### config.mk
export PLATFORM = sky130hd
export DESIGN_NAME = ocBlankFault
export DESIGN_NICKNAME = d
export VERILOG_FILES = /design/src/rtl/ocPkg.sv /design/src/rtl/ocSyncChain.sv /design/src/rtl/ocBlankCtrl.sv /design/src/rtl/ocTripPath.sv /design/src/rtl/ocBlankFault.sv
export SDC_FILE = /design/constraint.sdc
export NUM_CORES = 1
export LEC_CHECK = 0
export BUFFER_PORTS_ARGS = -buffer_cell sky130_fd_sc_hd__buf_2
export CAP_MARGIN = 10
export CORE_AREA = 2 2 42 44
export CTS_CLUSTER_DIAMETER = 120
export DETAILED_ROUTE_END_ITERATION = 10
export DIE_AREA = 0 0 44 46
export PLACE_DENSITY = 0.74
export SYNTH_ARGS = -nofsm -noshare
export SYNTH_HDL_FRONTEND = slang
export SYNTH_SLANG_ARGS = --single-unit
### constraint.sdc
create_clock -name clk -period 2 [get_ports clk]
set_input_delay 0 -clock clk [delete_from_list [all_inputs] [get_ports clk]]
set_output_delay 0 -clock clk [all_outputs]
set_load 0.01 [all_outputs]
### src/rtl/ocPkg.sv
package ocPkg;

  // Strobes handed from the blanking control to the trip datapath.
  typedef struct packed {
    logic gateAligned;  // gate enable delayed to the comparator timeline
    logic senseEn;      // blanking elapsed, comparator samples may count
  } senseStrb_t;

endpackage

### src/rtl/ocSyncChain.sv
module ocSyncChain #(
  parameter int WIDTH  = 1,
  parameter int STAGES = 2
) (
  input  logic             clk,
  input  logic             rstN,
  input  logic [WIDTH-1:0] dIn,
  output logic [WIDTH-1:0] dOut
);

  logic [WIDTH-1:0] stg [STAGES];

  always_ff @(posedge clk or negedge rstN) begin
    if (!rstN) begin
      for (int i = 0; i < STAGES; i++) stg[i] <= '0;
    end else begin
      stg[0] <= dIn;
      for (int i = 1; i < STAGES; i++) stg[i] <= stg[i-1];
    end
  end

  assign dOut = stg[STAGES-1];

endmodule

### src/rtl/ocBlankCtrl.sv
module ocBlankCtrl
  import ocPkg::*;
#(
  parameter int BLANK_CYC   = 20,
  parameter int SYNC_STAGES = 2
) (
  input  logic       clk,
  input  logic       rstN,
  input  logic       gateLowOn,
  output senseStrb_t strb
);

  localparam int CW = $clog2(BLANK_CYC + 1);
  localparam logic [CW-1:0] BLANK_LIM = CW'(BLANK_CYC);

  logic          gateAligned;
  logic [CW-1:0] blankCnt;

  // Delay the gate by the comparator synchronizer depth so both share a timeline.
  ocSyncChain #(.WIDTH(1), .STAGES(SYNC_STAGES)) gateAlign_i (
    .clk  (clk),
    .rstN (rstN),
    .dIn  (gateLowOn),
    .dOut (gateAligned)
  );

  // Counts aligned on-cycles, saturating; any off cycle restarts it.
  always_ff @(posedge clk or negedge rstN) begin
    if (!rstN)                  blankCnt <= '0;
    else if (!gateAligned)      blankCnt <= '0;
    else if (blankCnt != BLANK_LIM) blankCnt <= blankCnt + 1'b1;
  end

  always_comb begin
    strb.gateAligned = gateAligned;
    strb.senseEn     = gateAligned && (blankCnt == BLANK_LIM);
  end


  blank_elapsed_chk: assert property (@(posedge clk) disable iff (!rstN)
    $rose(strb.senseEn) |-> ($past(blankCnt) == BLANK_LIM - 1'b1));


  blank_restart_chk: assert property (@(posedge clk) disable iff (!rstN)
    $fell(strb.gateAligned) |=> (blankCnt == '0));


  sense_needs_gate_chk: assert property (@(posedge clk) disable iff (!rstN)
    $rose(strb.gateAligned) |-> !strb.senseEn);

endmodule

### src/rtl/ocTripPath.sv
module ocTripPath
  import ocPkg::*;
#(
  parameter int MIN_LOW_CYC = 10,
  parameter int SYNC_STAGES = 2
) (
  input  logic       clk,
  input  logic       rstN,
  input  logic       cmpAbove,
  input  logic       cmpBelow,
  input  senseStrb_t strb,
  output logic       faultN
);

  localparam int WW = $clog2(MIN_LOW_CYC + 1);
  localparam logic [WW-1:0] WIDTH_LIM = WW'(MIN_LOW_CYC);

  logic [1:0]    cmpSync;
  logic          trip;
  logic          active;
  logic [WW-1:0] wCnt;

  ocSyncChain #(.WIDTH(2), .STAGES(SYNC_STAGES)) cmpSync_i (
    .clk  (clk),
    .rstN (rstN),
    .dIn  ({cmpAbove, cmpBelow}),
    .dOut (cmpSync)
  );

  // Either direction trips, only inside the qualified sensing window.
  assign trip = (|cmpSync) & strb.gateAligned & strb.senseEn;

  // One-shot: hold low for the minimum width, longer while trips persist.
  always_ff @(posedge clk or negedge rstN) begin
    if (!rstN) begin
      active <= 1'b0;
      wCnt   <= '0;
    end else if (!active) begin
      if (trip) begin
        active <= 1'b1;
        wCnt   <= WW'(1);
      end
    end else if (!trip && (wCnt == WIDTH_LIM)) begin
      active <= 1'b0;
      wCnt   <= '0;
    end else if (wCnt != WIDTH_LIM) begin
      wCnt <= wCnt + 1'b1;
    end
  end

  assign faultN = ~active;


  min_width_chk: assert property (@(posedge clk) disable iff (!rstN)
    $fell(active) |-> ($past(wCnt) == WIDTH_LIM));


  hold_while_trip_chk: assert property (@(posedge clk) disable iff (!rstN)
    (active && trip) |=> !faultN);


  trip_sets_fault_chk: assert property (@(posedge clk) disable iff (!rstN)
    (!active && trip) |=> !faultN);

endmodule

### src/rtl/ocBlankFault.sv
module ocBlankFault
  import ocPkg::*;
#(
  parameter int BLANK_CYC   = 20,
  parameter int MIN_LOW_CYC = 10,
  parameter int SYNC_STAGES = 2
) (
  input  logic clk,
  input  logic rstN,
  input  logic gateLowOn,
  input  logic cmpAbove,
  input  logic cmpBelow,
  output logic faultN
);

  senseStrb_t strb;

  ocBlankCtrl #(
    .BLANK_CYC   (BLANK_CYC),
    .SYNC_STAGES (SYNC_STAGES)
  ) ctrl_i (
    .clk       (clk),
    .rstN      (rstN),
    .gateLowOn (gateLowOn),
    .strb      (strb)
  );

  ocTripPath #(
    .MIN_LOW_CYC (MIN_LOW_CYC),
    .SYNC_STAGES (SYNC_STAGES)
  ) path_i (
    .clk      (clk),
    .rstN     (rstN),
    .cmpAbove (cmpAbove),
    .cmpBelow (cmpBelow),
    .strb     (strb),
    .faultN   (faultN)
  );

endmodule

==> run_results.csv, run 1 <==
group,metric,value,unit
global_routing,grt_pass1_wl,1883,microns
critical_path,critical_path_class,"flop to flop",
clock_tree,cts_tree,"done",
floorplanning,start_util,0.4597,
critical_path,worstRegToRegCells,5,
synthesis,postSynthCellCount,66,
critical_path,worst-endpoint-required,2.16,ns
critical_path,timing.critical_path.fanout_max,10,
critical_path,critical_path_buf_inv_count,1,
job,max-cap-violations,0,
timing,period_needed,1.613,ns
final_layout,layout.nets,88,
synthesis,synth_top_area_share,0.5396,
clock_tree,ctsRootBufferMaster,"clkbuf_4",
timing,final.setup_skew,0.005838,ns
floorplanning,die_width,44,microns
critical_path,path_cells,"inv_1 -> ha_1 -> nand4b_4 -> or2_1 -> a221o_1",
detailed_routing,avgRoutedWirePerCell,12.04,microns
critical_path,startpoint_type,"flop",
timing,max_slew_margin,0.6664,
global_routing,grt_max_degree,17,
clock_tree,tritoncts.num_buffers,3,
critical_path,crit_path_max_incr_delay,0.42,ns
synthesis,synthesis.yosys.warnings,0,
placement,portBuffers,5,
power_and_ir_drop,ir_drop,0.3321,mV
critical_path,regToRegEndpoint,"path_i.wCnt[3]$_DFFE_PN0P_",
synthesis,post_synth_main_area_contributors,"dfrtp_1, ha_1, nand4b_4, nand2_1, nand3_1",
synthesis,syn-num-nets,75,
timing,timing_worst_slew_pin_value,0.4952,ns
detailed_routing,wirelength,1132,microns
critical_path,r2r_slack,0.39,ns
synthesis,avgSynthCellArea,11.24,sq um
floorplanning,die_height,46,microns
final_layout,commonest_non_fill_non_tap_cell_in_the_layout,"dfrtp_1",
synthesis,synth_area,742.0,sq um
critical_path,worst_ep_arrival_time,1.78,ns
detailed_routing,avgViaCountPerCell,5.394,
placement,hpwlAfterDp,830.3,microns
critical_path,cpMaxStageDelayCell,"dfrtp_1",
timing,final_max_slew_viol_count,0,
clock_tree,worstSkewPairLatency,0.28,ns
floorplanning,dieArea,2024,sq um
synthesis,synthDominantAreaCellType,"dfrtp_1",
clock_tree,clockBufferDepth,2,
final_layout,layout_common_cells,"dfrtp_1, nand2_1, inv_1, buf_2",
detailed_routing,drt.antenna.violating_nets,0,
timing,fmax,620.1,MHz
critical_path,cpLargestDelayFamily,"simple AND/OR/NAND/NOR gates",
run_status,status,"complete, no violations",
placement,dp_cells,87,
timing,fin_hold_ws,0.1396,ns
final_layout,insertedDiodeCount,0,
timing,setup_tns,0,ns
final_layout,drive_gt1_frac,0.1299,
detailed_routing,dr_total_vias,507,
synthesis,post_synthesis_register_bit_count,16,
floorplanning,io_pins,6,
timing,setup_violators_final,0,
detailed_routing,initialDrtViolationCount,5,
clock_tree,clock_sinks,16,
floorplanning,row_count,15,
detailed_routing,drc,0,
critical_path,critPathCaptureType,"flop",
synthesis,yosysSeqAreaShare,0.5396,
synthesis,synth_edf_count,0,
final_layout,multi_input_comb_area,319.1,sq um
final_layout,areaGrowthSynthToFinish,14.17,%
final_layout,fill_cell_total_of_the_finished_layout,143,
final_layout,register_area,400.4,sq um
worst_hold_path,min_path_type,"primary input to async pin",
global_routing,grt_pass1_vias,458,
critical_path,worst_r2r_startpoint,"ctrl_i.blankCnt[0]$_DFFE_PN0P_",
synthesis,dominantRegCellSynth,"dfrtp_1",
final_layout,post_layout_nonfiller_instances,94,
clock_tree,cts.htree.levels,1,
floorplanning,core,1614,sq um
detailed_routing,drt_pre_antenna_iters,2,
global_routing,antenna_found_initial,0,
timing,final.period_utilization,0.8064,
synthesis,synth-async-reset-ratio,1.000,
power_and_ir_drop,cellPowerDensity,635.6,nW/um^2
power_and_ir_drop,leakage_power,0.3966,nW
global_routing,grt.total_usage,0.1348,
clock_tree,worst_setup_hold_path_clk_slew,0.09,ns
timing,final_hold_viol_count,0,
synthesis,yosysUniqueCellTypes,27,
timing,grt_setup_unrepaired,"no",
global_routing,globalRouteOverflowTotal,0,
placement,place.gp.congestion,0.7670,
-- metrics by stage --
step | total power (W) | utilization | setup WS [ns] | area, sq um
finish | 0.0005384 | 0.5248 | 0.3872 | 847.1
global route | 0.0005691 | 0.5248 | 0.3165 | 847.1
CTS | 0.0005493 | 0.5248 | 0.3801 | 847.1
detailed placement | 0.0003789 | 0.4860 | 0.3952 | 784.5
global placement | 0.0003768 | 0.4860 | 0.4428 | 784.5
floorplan | 0.0003637 | - | 0.4913 | 742.0
-- layer usage --
metal  wire length [microns]  share of wire  vias to the layer above  GRT usage
li1                        -              -                      259          -
met3                      35          0.031                        2    0.03571
met1                     554           0.49                      240     0.1747
met4                      10         0.0088                        0    0.09091
met5                       0              0                        -          0
met2                     531           0.47                        6     0.1971
-- cells in the mapped netlist, types with 2 or more instances --
master / number
dfrtp_1: 16
nand2_1: 6
inv_1: 5
ha_1: 4
nand3_1: 4
nor2_1: 3
a21oi_1: 2
a31oi_1: 2
nand2b_1: 2
nand3b_1: 2
o21ai_0: 2
o221ai_1: 2
xnor2_1: 2
-- report_power, final --
| group | switching (W) | total [W] | internal (W) |
|---|---|---|---|
| clock | 0.0000919 | 0.000162 | 0.0000698 |
| combinational | 0.0000185 | 0.0000351 | 0.0000166 |
| sequential | 0.00000746 | 0.000342 | 0.000334 |
| total | 0.000118 | 0.000538 | 0.000421 |
-- flip-flops by register name, summed over array words and instances, names as in the netlist --
signal and flops:
path_i.cmpSync_i.stg 2, path_i.cmpSync_i.dOut 2, ctrl_i.gateAlign_i.stg 1, ctrl_i.blankCnt 5, path_i.wCnt 4, ctrl_i.gateAlign_i.dOut 1, path_i.active 1
-- layout make-up --
cell class                 count  share of cell area
clock buffer                   3             0.02659
multi-input combinational     44              0.3767
tap                           17             0.02511
timing repair buffer           9             0.07681
inverter                       5             0.02216
sequential                    16              0.4727
-- worst max path at each step --
| stage | start | endpoint | slack (ns) | cells past startpoint |
|---|---|---|---|---|
| 3_3_place_gp | path_i.wCnt[0]$_DFFE_PN0P_ | path_i.wCnt[1]$_DFFE_PN0P_ | 0.44 | 5 |
| 5_1_grt | ctrl_i.blankCnt[0]$_DFFE_PN0P_ | path_i.wCnt[3]$_DFFE_PN0P_ | 0.32 | 5 |
| 3_5_place_dp | ctrl_i.blankCnt[0]$_DFFE_PN0P_ | path_i.wCnt[3]$_DFFE_PN0P_ | 0.40 | 5 |
| 4_1_cts | ctrl_i.blankCnt[0]$_DFFE_PN0P_ | path_i.wCnt[3]$_DFFE_PN0P_ | 0.38 | 5 |
| 2_1_floorplan | ctrl_i.blankCnt[0]$_DFFE_PN0P_ | path_i.wCnt[3]$_DFFE_PN0P_ | 0.49 | 5 |
| 6_report | ctrl_i.blankCnt[0]$_DFFE_PN0P_ | path_i.wCnt[3]$_DFFE_PN0P_ | 0.39 | 5 |
-- cells by family after synthesis --
family | count (synthesis) | synth area share
compound gates | 11 | 0.1046
xor+xnor | 3 | 0.03542
fa+ha+maj | 4 | 0.06746
buf+inv | 6 | 0.03035
flops | 16 | 0.5396
mux | 1 | 0.01349
simple gates | 25 | 0.2091
-- what timing repair did --
action	in CTS	in global routing
hold endpoints to repair	19	0
resized for setup	0	0
setup buffers	0	0
hold buffers	4	0
Note: power is estimated with default switching activity, not from simulation.
==> inputs of run 2 (changes only) <==
clock period = 1.51 ns   (was 2 ns; I/O delays follow)
==> run 2 against run 1 <==
Effect of this change:
- critical path depth did not move
- sequential share of layout area shrank 4.6 points
- first-iteration DRC count shrank 40%
- count of clock-buffer cells in the layout up 1
- clock skew grew 0.0017 ns
- final cell count is 8.5% higher
- core utilization grew 5.7 points
- combinational power increased by 80%
- global-route usage rose by 0.87 points
- largest cell class unchanged
==> run_results.csv, run 2 (synthesized netlist as in run 1, its figures left out) <==
group,metric,value,unit
critical_path,critPathCaptureType,"flop",
placement,hpwlAfterDp,877.9,microns
floorplanning,die_width,44,microns
critical_path,timing.critical_path.fanout_max,3,
timing,fin_hold_ws,0.1443,ns
timing,timing_worst_slew_pin_value,0.3797,ns
timing,fmax,690.6,MHz
critical_path,worst_ep_arrival_time,1.67,ns
clock_tree,worst_setup_hold_path_clk_slew,0.09,ns
global_routing,grt_pass1_wl,2070,microns
floorplanning,row_count,15,
placement,placed_cell_area,829.5,sq um
timing,setup_violators_final,0,
floorplanning,die_height,46,microns
final_layout,layout_common_cells,"dfrtp_1, buf_4, nand2_1",
critical_path,startpoint_type,"flop",
timing,final_max_slew_viol_count,0,
clock_tree,worstSkewPairLatency,0.28,ns
final_layout,drive_gt1_frac,0.2824,
clock_tree,cts.htree.levels,1,
global_routing,antenna_found_initial,0,
floorplanning,core,1614,sq um
placement,portBuffers,5,
detailed_routing,avgViaCountPerCell,5.304,
clock_tree,ctsRootBufferMaster,"clkbuf_4",
final_layout,insertedDiodeCount,0,
detailed_routing,drt.antenna.violating_nets,0,
final_layout,top_regs,"ctrl_i.blankCnt (5), path_i.wCnt (4)",
power_and_ir_drop,ir_drop,0.5050,mV
run_status,status,"complete, no violations",
floorplanning,dieArea,2024,sq um
global_routing,grt.total_usage,0.1435,
critical_path,worst-endpoint-required,1.73,ns
timing,final.setup_skew,0.007554,ns
floorplanning,start_util,0.4597,
global_routing,globalRouteOverflowTotal,0,
power_and_ir_drop,overall_power_of_the_completed_layout,0.0007904,W
clock_tree,clockBufferDepth,2,
detailed_routing,avgRoutedWirePerCell,12.11,microns
final_layout,registers.top_by_ff_count,"ctrl_i.blankCnt",
final_layout,largest_register_ffs,5,
worst_hold_path,min_path_type,"primary input to async pin",
detailed_routing,drt_pre_antenna_iters,4,
timing,setup_tns,0,ns
placement,pre_cts_ws,0.02455,ns
job,max-cap-violations,0,
timing,final.period_utilization,0.9590,
timing,final_critical_path_setup_slack,0.06192,ns
clock_tree,tritoncts.num_buffers,3,
power_and_ir_drop,leakage_power,0.4379,nW
detailed_routing,dr_total_vias,541,
timing,final_hold_viol_count,0,
detailed_routing,initialDrtViolationCount,3,
clock_tree,cts_tree,"done",
floorplanning,io_pins,6,
detailed_routing,drc,0,
global_routing,grt_max_degree,17,
critical_path,startpoint,"path_i.wCnt[0]$_DFFE_PN0P_",
timing,period_needed,1.448,ns
critical_path,worst_r2r_startpoint,"path_i.wCnt[0]$_DFFE_PN0P_",
final_layout,areaGrowthSynthToFinish,26.48,%
final_layout,layout.nets,95,
timing,max_slew_margin,0.7451,
global_routing,grt_pass1_vias,502,
power_and_ir_drop,cellPowerDensity,842.3,nW/um^2
critical_path,critical_path_class,"flop to flop",
final_layout,fin_area,938.4,sq um
final_layout,commonest_non_fill_non_tap_cell_in_the_layout,"dfrtp_1",
placement,place.gp.congestion,0.8773,
clock_tree,clock_sinks,16,
detailed_routing,wirelength,1235,microns
run 2: final timing paths:
kind / end / slack [ns] / depth (start not counted)
setup reg to reg: path_i.wCnt[1]$_DFFE_PN0P_ / 0.06 / 5
hold / removal: path_i.wCnt[2]$_DFFE_PN0P_ / 0.14 / 2
setup / recovery: path_i.wCnt[1]$_DFFE_PN0P_ / 0.06 / 5
max in group asynchronous: ctrl_i.blankCnt[3]$_DFFE_PN0P_ / 1.10 / 2
hold reg to reg: path_i.cmpSync_i.dOut[1]$_DFF_PN0_ / 0.36 / 0
min in group clk: ctrl_i.gateAlign_i.stg[1]$_DFF_PN0_ / 0.35 / 2
run 2: worst max-delay path, cell delays in order, from the launching register on:
cell,delay (ns)
dfrtp_1,0.40
inv_1,0.11
ha_1,0.17
nand3b_1,0.12
or4_1,0.49
nand3_1,0.09
run 2: what timing repair did:
item                                   CTS  global route
hold buffers                             4             0
setup endpoints to repair                0             4
gates resized for setup                  0             8
endpoints found under the hold margin   19             0
setup buffers                            0             1
run 2: final cells by class:
cell class	count	area, sq um
fillers	133	675.6
flip-flops and latches	16	400.4
repair buffers	16	117.6
clock buffers	4	36.28
well taps	17	21.27
inverters	5	18.77
multi-input cells	44	344.1
run 2: where the power goes:
part | leakage (nW) | internal [W] | switching, W
clock network | 0.0210 | 0.000147 | 0.000130
logic | 0.210 | 0.0000316 | 0.0000316
registers | 0.207 | 0.000443 | 0.00000833
total | 0.438 | 0.000621 | 0.000169
run 2: per-layer routing:
layer / up-vias / global-route usage / wire length [microns]
met3: 2 / 0.02381 / 34
met4: 0 / 0.09091 / 10
li1: 273 / - / -
met1: 258 / 0.1800 / 609
met5: - / 0 / 0
met2: 8 / 0.2294 / 580
run 2: stage by stage:
step | std cells | util
after detailed placement | 93 | 0.5140
after global routing | 102 | 0.5814
after global placement | 93 | 0.5140
after CTS | 101 | 0.5612
final | 102 | 0.5814
after floorplan | 66 | -
==> inputs of run 3 (changes only) <==
REMOVE_ABC_BUFFERS = 1   (was not set)
SLEW_MARGIN = 30   (was not set)
==> run 3 against run 2 <==
Effect of this change:
- sequential cell count unchanged
- fmax increased by 1.1%
- critical endpoint is now path_i.wCnt[3]$_DFFE_PN0P_
- global-route usage increased by 1.4 points
- non-clock buffer count increased by 1
- setup slack improved by 0.016 ns
==> run_results.csv, run 3 (synthesized netlist as in run 1, its figures left out) <==
group,metric,value,unit
global_routing,grt_max_degree,17,
floorplanning,core,1614,sq um
timing,setup_tns,0,ns
run_status,status,"complete, no violations",
final_layout,registers.top_by_ff_count,"ctrl_i.blankCnt",
power_and_ir_drop,ir_drop,0.4818,mV
clock_tree,cts.htree.levels,1,
timing,period_needed,1.432,ns
job,max-cap-violations,0,
final_layout,fill_cell_total_of_the_finished_layout,138,
timing,setup_violators_final,0,
final_layout,largest_register_ffs,5,
final_layout,drive_gt1_frac,0.2674,
placement,portBuffers,5,
final_layout,areaGrowthSynthToFinish,25.13,%
critical_path,worst_ep_arrival_time,1.61,ns
final_layout,commonest_non_fill_non_tap_cell_in_the_layout,"dfrtp_1",
timing,final_critical_path_setup_slack,0.07780,ns
timing,final.setup_skew,0.006360,ns
floorplanning,io_pins,6,
critical_path,critical_path_class,"flop to flop",
placement,pre_cts_ws,0.03783,ns
timing,final.period_utilization,0.9485,
critical_path,worstRegToRegCells,5,
power_and_ir_drop,leakage_power,0.4426,nW
critical_path,critPathCaptureType,"flop",
detailed_routing,wirelength,1318,microns
timing,grt_setup_unrepaired,"no",
final_layout,layout_common_cells,"dfrtp_1, buf_4, nand2_1",
detailed_routing,drt.antenna.violating_nets,0,
clock_tree,cts_tree,"done",
clock_tree,clock_sinks,16,
timing,final_max_slew_viol_count,0,
floorplanning,die_width,44,microns
detailed_routing,initialDrtViolationCount,8,
detailed_routing,avgViaCountPerCell,5.408,
timing,fmax,698.2,MHz
power_and_ir_drop,cellPowerDensity,851.5,nW/um^2
timing,timing_worst_slew_pin_value,0.3560,ns
floorplanning,die_height,46,microns
final_layout,top_regs,"ctrl_i.blankCnt (5), path_i.wCnt (4)",
final_layout,layout.nets,96,
placement,place.gp.congestion,0.8086,
worst_hold_path,min_path_type,"primary input to async pin",
critical_path,timing.critical_path.fanout_max,7,
detailed_routing,drc,0,
global_routing,grt.total_usage,0.1571,
timing,final_hold_viol_count,0,
timing,fin_hold_ws,0.1431,ns
power_and_ir_drop,overall_power_of_the_completed_layout,0.0007905,W
critical_path,worst-endpoint-required,1.69,ns
timing,max_slew_margin,0.7610,
clock_tree,worst_setup_hold_path_clk_slew,0.09,ns
global_routing,antenna_found_initial,0,
critical_path,startpoint_type,"flop",
clock_tree,worstSkewPairLatency,0.29,ns
placement,placed_cell_area,837.1,sq um
detailed_routing,dr_total_vias,557,
clock_tree,clockBufferDepth,2,
final_layout,insertedDiodeCount,0,
clock_tree,ctsRootBufferMaster,"clkbuf_4",
final_layout,fin_area,928.4,sq um
clock_tree,tritoncts.num_buffers,3,
floorplanning,row_count,15,
detailed_routing,avgRoutedWirePerCell,12.80,microns
floorplanning,dieArea,2024,sq um
detailed_routing,drt_pre_antenna_iters,4,
global_routing,globalRouteOverflowTotal,0,
floorplanning,start_util,0.4597,
global_routing,grt_pass1_wl,2256,microns
global_routing,grt_pass1_vias,575,
placement,hpwlAfterDp,924.1,microns
-- run 3: metrics by stage --
| step | util | instances |
|---|---|---|
| global route | 0.5752 | 103 |
| floorplan | - | 65 |
| detailed placement | 0.5186 | 94 |
| global placement | 0.5186 | 94 |
| CTS | 0.5659 | 102 |
| finish | 0.5752 | 103 |
-- run 3: final cells by class --
type,instances,area (sq um),share of cell area
Tap cell,17,21.27,0.02291
Timing Repair Buffer,17,125.1,0.1348
Sequential cell,16,400.4,0.4313
Clock buffer,4,36.28,0.03908
Multi-Input combinational cell,44,326.6,0.3518
Inverter,5,18.77,0.02022
-- run 3: final timing paths --
kind	from	end	slack [ns]
setup / recovery	ctrl_i.blankCnt[0]$_DFFE_PN0P_	path_i.wCnt[3]$_DFFE_PN0P_	0.08
hold / removal	rstN	path_i.wCnt[3]$_DFFE_PN0P_	0.14
setup reg to reg	ctrl_i.blankCnt[0]$_DFFE_PN0P_	path_i.wCnt[3]$_DFFE_PN0P_	0.08
hold reg to reg	ctrl_i.gateAlign_i.stg[1]$_DFF_PN0_	ctrl_i.gateAlign_i.dOut$_DFF_PN0_	0.35
max in group asynchronous	rstN	ctrl_i.gateAlign_i.dOut$_DFF_PN0_	1.10
min in group clk	gateLowOn	ctrl_i.gateAlign_i.stg[1]$_DFF_PN0_	0.35
-- run 3: critical path, cell delays in order (launching register included) --
cell and delay (ns):
dfrtp_1 0.39, inv_1 0.06, ha_2 0.19, nand4b_4 0.14
or2_4 0.26, a221o_1 0.28
-- run 3: power breakdown --
part | leakage (nW) | internal, W | switching, W
combinational | 0.215 | 0.0000309 | 0.0000303
sequential | 0.207 | 0.000443 | 0.00000747
clock | 0.0210 | 0.000147 | 0.000133
total | 0.443 | 0.000620 | 0.000170
-- run 3: what timing repair did --
action,CTS,global route
setup buffers,0,1
endpoints found under the hold margin,19,0
setup endpoints to repair,0,4
resized for setup,0,5
hold buffers,4,0
-- run 3: routing by layer --
metal  up-vias  routed length, microns  global-route usage
li1        274                       -                   -
met1       275                     584              0.1734
met2         8                     703              0.2853
met3         0                      30             0.03571
met4         0                       0             0.07273
met5         -                       0                   0
